<file path="config.mk">
export PLATFORM = sky130hd
export DESIGN_NAME = rectifying_lut
export DESIGN_NICKNAME = d
export VERILOG_FILES = /design/src/rtl/rlut_pkg.sv /design/src/rtl/rlut_table.sv /design/src/rtl/rlut_walker.sv /design/src/rtl/rlut_lookup.sv /design/src/rtl/rectifying_lut.sv
export SDC_FILE = /design/constraint.sdc
export NUM_CORES = 1
export LEC_CHECK = 0
export ABC_AREA = 1
export BUFFER_PORTS_ARGS = -buffer_cell sky130_fd_sc_hd__buf_2
export CORE_MARGIN = 2
export CORE_UTILIZATION = 35
export CTS_BUF_LIST = sky130_fd_sc_hd__clkbuf_4 sky130_fd_sc_hd__clkbuf_8
export CTS_CLUSTER_SIZE = 24
export DETAILED_ROUTE_END_ITERATION = 10
export GPL_ROUTABILITY_DRIVEN = 0
export PLACE_DENSITY = 0.56
export SLEW_MARGIN = 5
export SYNTH_ARGS = -nofsm -noshare
export SYNTH_HDL_FRONTEND = slang
export SYNTH_HIERARCHICAL = 1
export SYNTH_SLANG_ARGS = --single-unit
</file>
<file path="constraint.sdc">
create_clock -name clk -period 2.1 [get_ports clk]
set_input_delay 0.21 -clock clk [delete_from_list [all_inputs] [get_ports clk]]
set_output_delay 0.21 -clock clk [all_outputs]
set_load 0.03 [all_outputs]
</file>
<file path="src/rtl/rlut_pkg.sv">
package rlut_pkg;
    typedef enum logic [1:0] {
        ST_IDLE   = 2'd0,
        ST_WALK   = 2'd1,
        ST_COMMIT = 2'd2
    } rlut_state_e;
endpackage

</file>
<file path="src/rtl/rlut_table.sv">
module rlut_table #(
    parameter int M = 5
) (
    input  logic             clk,
    input  logic             rst,
    input  logic             load_en,
    input  logic [2**M-1:0]  load_data,
    input  logic             shadow_we,
    input  logic [M-1:0]     wr_addr,
    input  logic [M-1:0]     src_addr,
    input  logic             commit,
    output logic [2**M-1:0]  active
);
    localparam int DEPTH = 2**M;

    logic [DEPTH-1:0] active_q;
    logic [DEPTH-1:0] shadow_q;

    always_ff @(posedge clk) begin
        if (rst) begin
            active_q <= '0;
        end else if (commit) begin
            active_q <= shadow_q;
        end else if (load_en) begin
            active_q <= load_data;
        end
    end

    always_ff @(posedge clk) begin
        if (rst) begin
            shadow_q <= '0;
        end else if (shadow_we) begin
            shadow_q[wr_addr] <= active_q[src_addr];
        end
    end

    assign active = active_q;


    table_hold_chk: assert property (@(posedge clk) disable iff (rst)
        (!commit && !load_en) |=> $stable(active_q));
endmodule

</file>
<file path="src/rtl/rlut_walker.sv">
module rlut_walker
    import rlut_pkg::*;
#(
    parameter int M  = 5,
    parameter int IW = 4
) (
    input  logic                 clk,
    input  logic                 rst,
    input  logic                 rp_req,
    input  logic [IW-1:0]        rp_idx,
    output logic                 busy,
    output logic                 done,
    output logic                 err,
    output logic                 shadow_we,
    output logic                 commit,
    output logic [M-1:0]         walk_addr,
    output logic [M-1:0]         src_addr,
    output logic [$clog2(M)-1:0] retire_idx
);
    localparam int SW = $clog2(M);
    localparam logic [IW-1:0] SPARE_I = IW'(M - 1);
    localparam logic [M-1:0]  LAST_A  = '1;

    rlut_state_e state_q, state_d;
    logic [M-1:0]  addr_q;
    logic [SW-1:0] idx_q;
    logic          err_q, done_q;
    logic          accept, reject;

    assign accept = rp_req && (state_q == ST_IDLE) && (rp_idx < SPARE_I);
    assign reject = rp_req && (state_q == ST_IDLE) && (rp_idx >= SPARE_I);

    // state register
    always_ff @(posedge clk) begin
        if (rst) state_q <= ST_IDLE;
        else     state_q <= state_d;
    end

    // transitions
    always_comb begin
        state_d = state_q;
        unique case (state_q)
            ST_IDLE:   if (accept) state_d = ST_WALK;
            ST_WALK:   if (addr_q == LAST_A) state_d = ST_COMMIT;
            ST_COMMIT: state_d = ST_IDLE;
            default:   state_d = ST_IDLE;
        endcase
    end

    // outputs
    always_comb begin
        busy      = 1'b1;
        shadow_we = 1'b0;
        commit    = 1'b0;
        unique case (state_q)
            ST_IDLE:   busy = 1'b0;
            ST_WALK:   shadow_we = 1'b1;
            ST_COMMIT: commit = 1'b1;
            default:   busy = 1'b0;
        endcase
    end

    always_ff @(posedge clk) begin
        if (rst) begin
            addr_q <= '0;
            idx_q  <= '0;
            err_q  <= 1'b0;
            done_q <= 1'b0;
        end else begin
            done_q <= (state_q == ST_COMMIT);
            if (accept) begin
                idx_q  <= rp_idx[SW-1:0];
                addr_q <= '0;
                err_q  <= 1'b0;
            end else if (reject) begin
                err_q <= 1'b1;
            end
            if (state_q == ST_WALK) addr_q <= addr_q + 1'b1;
        end
    end

    for (genvar b = 0; b < M; b++) begin : g_src
        assign src_addr[b] = (idx_q == SW'(b)) ? addr_q[M-1] : addr_q[b];
    end

    assign walk_addr  = addr_q;
    assign retire_idx = idx_q;
    assign err        = err_q;
    assign done       = done_q;


    walk_run_chk: assert property (@(posedge clk) disable iff (rst)
        (state_q == ST_WALK && addr_q != LAST_A) |=> (state_q == ST_WALK));
endmodule

</file>
<file path="src/rtl/rlut_lookup.sv">
module rlut_lookup #(
    parameter int M = 5
) (
    input  logic [2**M-1:0] table_bits,
    input  logic [M-1:0]    sel,
    output logic            y
);
    assign y = table_bits[sel];
endmodule

</file>
<file path="src/rtl/rectifying_lut.sv">
module rectifying_lut #(
    parameter int M = 5
) (
    input  logic                 clk,
    input  logic                 rst,
    input  logic [M-1:0]         lut_in,
    output logic                 lut_out,
    input  logic                 cfg_we,
    input  logic [2**M-1:0]      cfg_table,
    input  logic                 rp_req,
    input  logic [$clog2(M):0]   rp_idx,
    output logic                 busy,
    output logic                 done,
    output logic                 err
);
    localparam int DEPTH = 2**M;
    localparam int SW    = $clog2(M);
    localparam int IW    = SW + 1;
    localparam logic [IW-1:0] SPARE_I = IW'(M - 1);

    logic [DEPTH-1:0] table_q;
    logic [M-1:0]     walk_addr, src_addr;
    logic [SW-1:0]    retire_idx;
    logic             shadow_we, commit, load_en;

    assign load_en = cfg_we && !busy;

    rlut_walker #(.M(M), .IW(IW)) u_walker (
        .clk        (clk),
        .rst        (rst),
        .rp_req     (rp_req),
        .rp_idx     (rp_idx),
        .busy       (busy),
        .done       (done),
        .err        (err),
        .shadow_we  (shadow_we),
        .commit     (commit),
        .walk_addr  (walk_addr),
        .src_addr   (src_addr),
        .retire_idx (retire_idx)
    );

    rlut_table #(.M(M)) u_table (
        .clk       (clk),
        .rst       (rst),
        .load_en   (load_en),
        .load_data (cfg_table),
        .shadow_we (shadow_we),
        .wr_addr   (walk_addr),
        .src_addr  (src_addr),
        .commit    (commit),
        .active    (table_q)
    );

    rlut_lookup #(.M(M)) u_lookup (
        .table_bits (table_q),
        .sel        (lut_in),
        .y          (lut_out)
    );

    function automatic logic input_dead(logic [DEPTH-1:0] t, logic [SW-1:0] k);
        logic ok;
        ok = 1'b1;
        for (int a = 0; a < DEPTH; a++) begin
            logic [M-1:0] av;
            logic [M-1:0] bv;
            av = M'(a);
            bv = av ^ (M'(1) << k);
            if (t[av] != t[bv]) ok = 1'b0;
        end
        return ok;
    endfunction


    retired_dead_chk: assert property (@(posedge clk) disable iff (rst)
        done |-> input_dead(table_q, retire_idx));


    done_pulse_chk: assert property (@(posedge clk) disable iff (rst)
        done |=> !done);


    done_idle_chk: assert property (@(posedge clk) disable iff (rst)
        done |-> !busy);


    reject_keeps_table_chk: assert property (@(posedge clk) disable iff (rst)
        (rp_req && !busy && rp_idx >= SPARE_I && !cfg_we) |=>
            ($stable(table_q) && err && !busy));


    accept_clears_err_chk: assert property (@(posedge clk) disable iff (rst)
        (rp_req && !busy && rp_idx < SPARE_I) |=> (busy && !err));
endmodule

</file>
==> results.md <==
* Outcome: complete, no violations
* CP max stage delay at 0.39 ns
* Max Slew Vio Count at 0
* First-pass GRT wire length at 17.8 mm
* Clk root buf: clkbuf_8
* Worst R2R Path Depth at 15
* Critical Path Fanout Max at 17
* Initial Utilization at 36.2%
* Worst-Skew Late Latency at 0.36 ns
* Layout Cells excl Fill at 732
* Critical path's slowest cell: dfxtp_1
* # DRC at 0
* Core Util, Final at 41.9%
* Critical Path AT at 2.13 ns
* Most common cell after layout, fill and taps aside: nand2_1
* Area of the core at 10900 sq um
* PortBufs at 48
* Largest net degree at the start of global routing at 41
* Most frequent cells in the layout: nand2_1, dfxtp_1, nand3_1
* Drt total wl at 10.9 mm
* Netlist Area Pre-Place at 3960 sq um
* Worst Hold Path Cells at 3
* Max-slew headroom at 57.5%
* Met2 Usage GRT at 29.9%
* Area leader, netlist: dfxtp_1
* CTS max path bufs at 2
* Crit. End Element: register
* Layout cells sized above 1 at 23.1%
* Vias in the first global route at 3433
* Leakage power at 0.00180 uW
* #FFs+latches synth at 76
* Min Clock Period, post-route at 1.89 ns
* Height of the die at 110 um
* RSZ-0062 raised after global routing: false
* Synth unique cells at 26
* Final design instance area without fill at 4580 sq um
* P&R area growth vs syn at 15.8%
* Ports at 49
* DRT Pass-1 Iters at 5
* Vias per inst at 5.11
* Post-synthesis sequential area ratio at 38.4%
* GRT Max-Usage Layer: met2
* Critical path class: register to register
* Area contributors post-synth: dfxtp_1, nand2_1, nand3_1
* Mapped Nets at 589
* Synthesized instance count at 539
* Final antenna-violating net count at 0
* TritonCTS Buffers at 9
* Max-Cap Viols at 0
* Final Cycle Share at 90.1%
* Die Wd at 110 um
* WL/cell at 14.9 um
* Overflow left after global routing at 0
* Final nets at 637
* Final setup fails at 0
* # diodes at 0
* CTS tree: built
* Top cell by count, worst path: nand2_1
* CTS H-tree lvls at 3
* Worst Setup Start Kind: register
* Max Freq at 0.528 GHz
* P per Cell Area at 866 nW/um^2
* First DRT Iteration DRCs at 258
* Hpwl dp at 7.93 mm
* Crit path cell chain: inv_2 > nand3_1 > nand2_1 > o21ai_2 > buf_12 > inv_6 > nand2_1 > nand3_1 > nand3_1 > nand2_1 > nand2_1 > nand3_2 > nand2_4 > buf_12 > a21oi_1
* Hold Crit Class: primary input to register
* Full die area at 12200 sq um
* Initial antenna violation count at 0
* Worst slew pin tran at 0.633 ns
* CTS sink cnt at 76
* Top-area cell type share of the netlist area at 38.4%
* GRT Total Usage at 19.4%
* Dpl cell area at 4340 sq um
* Clock transition at path regs at 0.08 ns
* Placed Instances at 712
* Setup Skew at 0.0121 ns
* Grt met3 use at 3.88%
* Max VDD drop at 0.000320 V
* Hold Vio Cnt, Final at 0
* Post-route setup TNS at 0 ns
* Critical Path RT at 2.34 ns
* Met1 Use GR at 27.5%
* Synth warn at 6
* Via count at 3741
* FP Rows at 38
* Synth Area per Inst at 7.34 sq um
power breakdown:
| part | total, uW | internal [uW] | switching (uW) |
|---|---|---|---|
| Sequential | 1820 | 1610 | 207 |
| Combinational | 1010 | 401 | 609 |
| Clock | 1140 | 623 | 520 |
layer usage:
layer	vias up	routed length (um)
li1	1962	-
met1	1679	5390
met2	91	4830
met3	9	560
met4	0	114
met5	-	0
Yosys cell counts, drive strengths merged:
master / count
clkinv: 1
clkbuf: 15
o221ai: 32
nor2: 71
a21oi: 41
inv: 29
buf: 17
ha: 5
or2: 2
dfxtp: 76
nand3: 73
nand2: 105
nor3: 32
o21ai: 40
cell type report:
type | instances | area, sq um
Clock inverter | 4 | 47.5
Fill cell | 1170 | 6350
Multi-Input combinational cell | 401 | 2110
Sequential cell | 76 | 1520
Tap cell | 140 | 175
Clock buffer | 12 | 159
Inverter | 30 | 123
Timing Repair Buffer | 69 | 448
metrics by stage:
stage                     setup WS (ns)  power (uW)  hold slack [ns]
final                             0.207        3970           0.0720
after global routing             0.0261        4210           0.0786
after CTS                        0.0905        3980           0.0640
after detailed placement         0.0999        2830            0.444
after global placement            0.163        2820            0.436
after floorplan                   0.319        2480            0.272
sequential cells by signal, indices dropped and copies added, names as in the netlist:
register and cells:
u_walker/err 1, u_table/shadow_q 32, u_table/active 32, u_walker/done 1, u_walker/walk_addr 5, u_walker/retire_idx 3
u_walker/state_q 2
final timing paths:
path                     startpoint                endpoint  slack [ns]
max          u_walker/retire_idx[1]     u_table/shadow_q[0]        0.21
max reg2reg  u_walker/retire_idx[1]     u_table/shadow_q[0]        0.21
min                   cfg_table[19]      u_table/active[19]        0.07
min reg2reg  u_walker/retire_idx[2]  u_walker/retire_idx[2]        0.48
timing repair:
action | CTS | global route
setup buffers | 0 | 4
gates resized for setup | 0 | 4
hold buffers | 0 | 0
setup endpoints to repair | 0 | 28
cells by family (layout without fill, tap and decap cells):
logic type,count (synthesis),count (layout),synth area share [%]
AO/OA/AOI/OAI,113,113,20.3
buffers and inverters,62,115,8.35
AND/OR/NAND/NOR,283,283,31.4
flip-flops,76,76,38.4
adder cells (fa/ha/maj),5,5,1.58
worst max-delay path: cells and delay by family (launching register included):
family | cells | cell delay, ns
flops | 1 | 0.39
simple gates | 9 | 0.76
buf+inv | 4 | 0.48
compound gates | 2 | 0.15
Note: power is estimated with default switching activity, not from simulation.
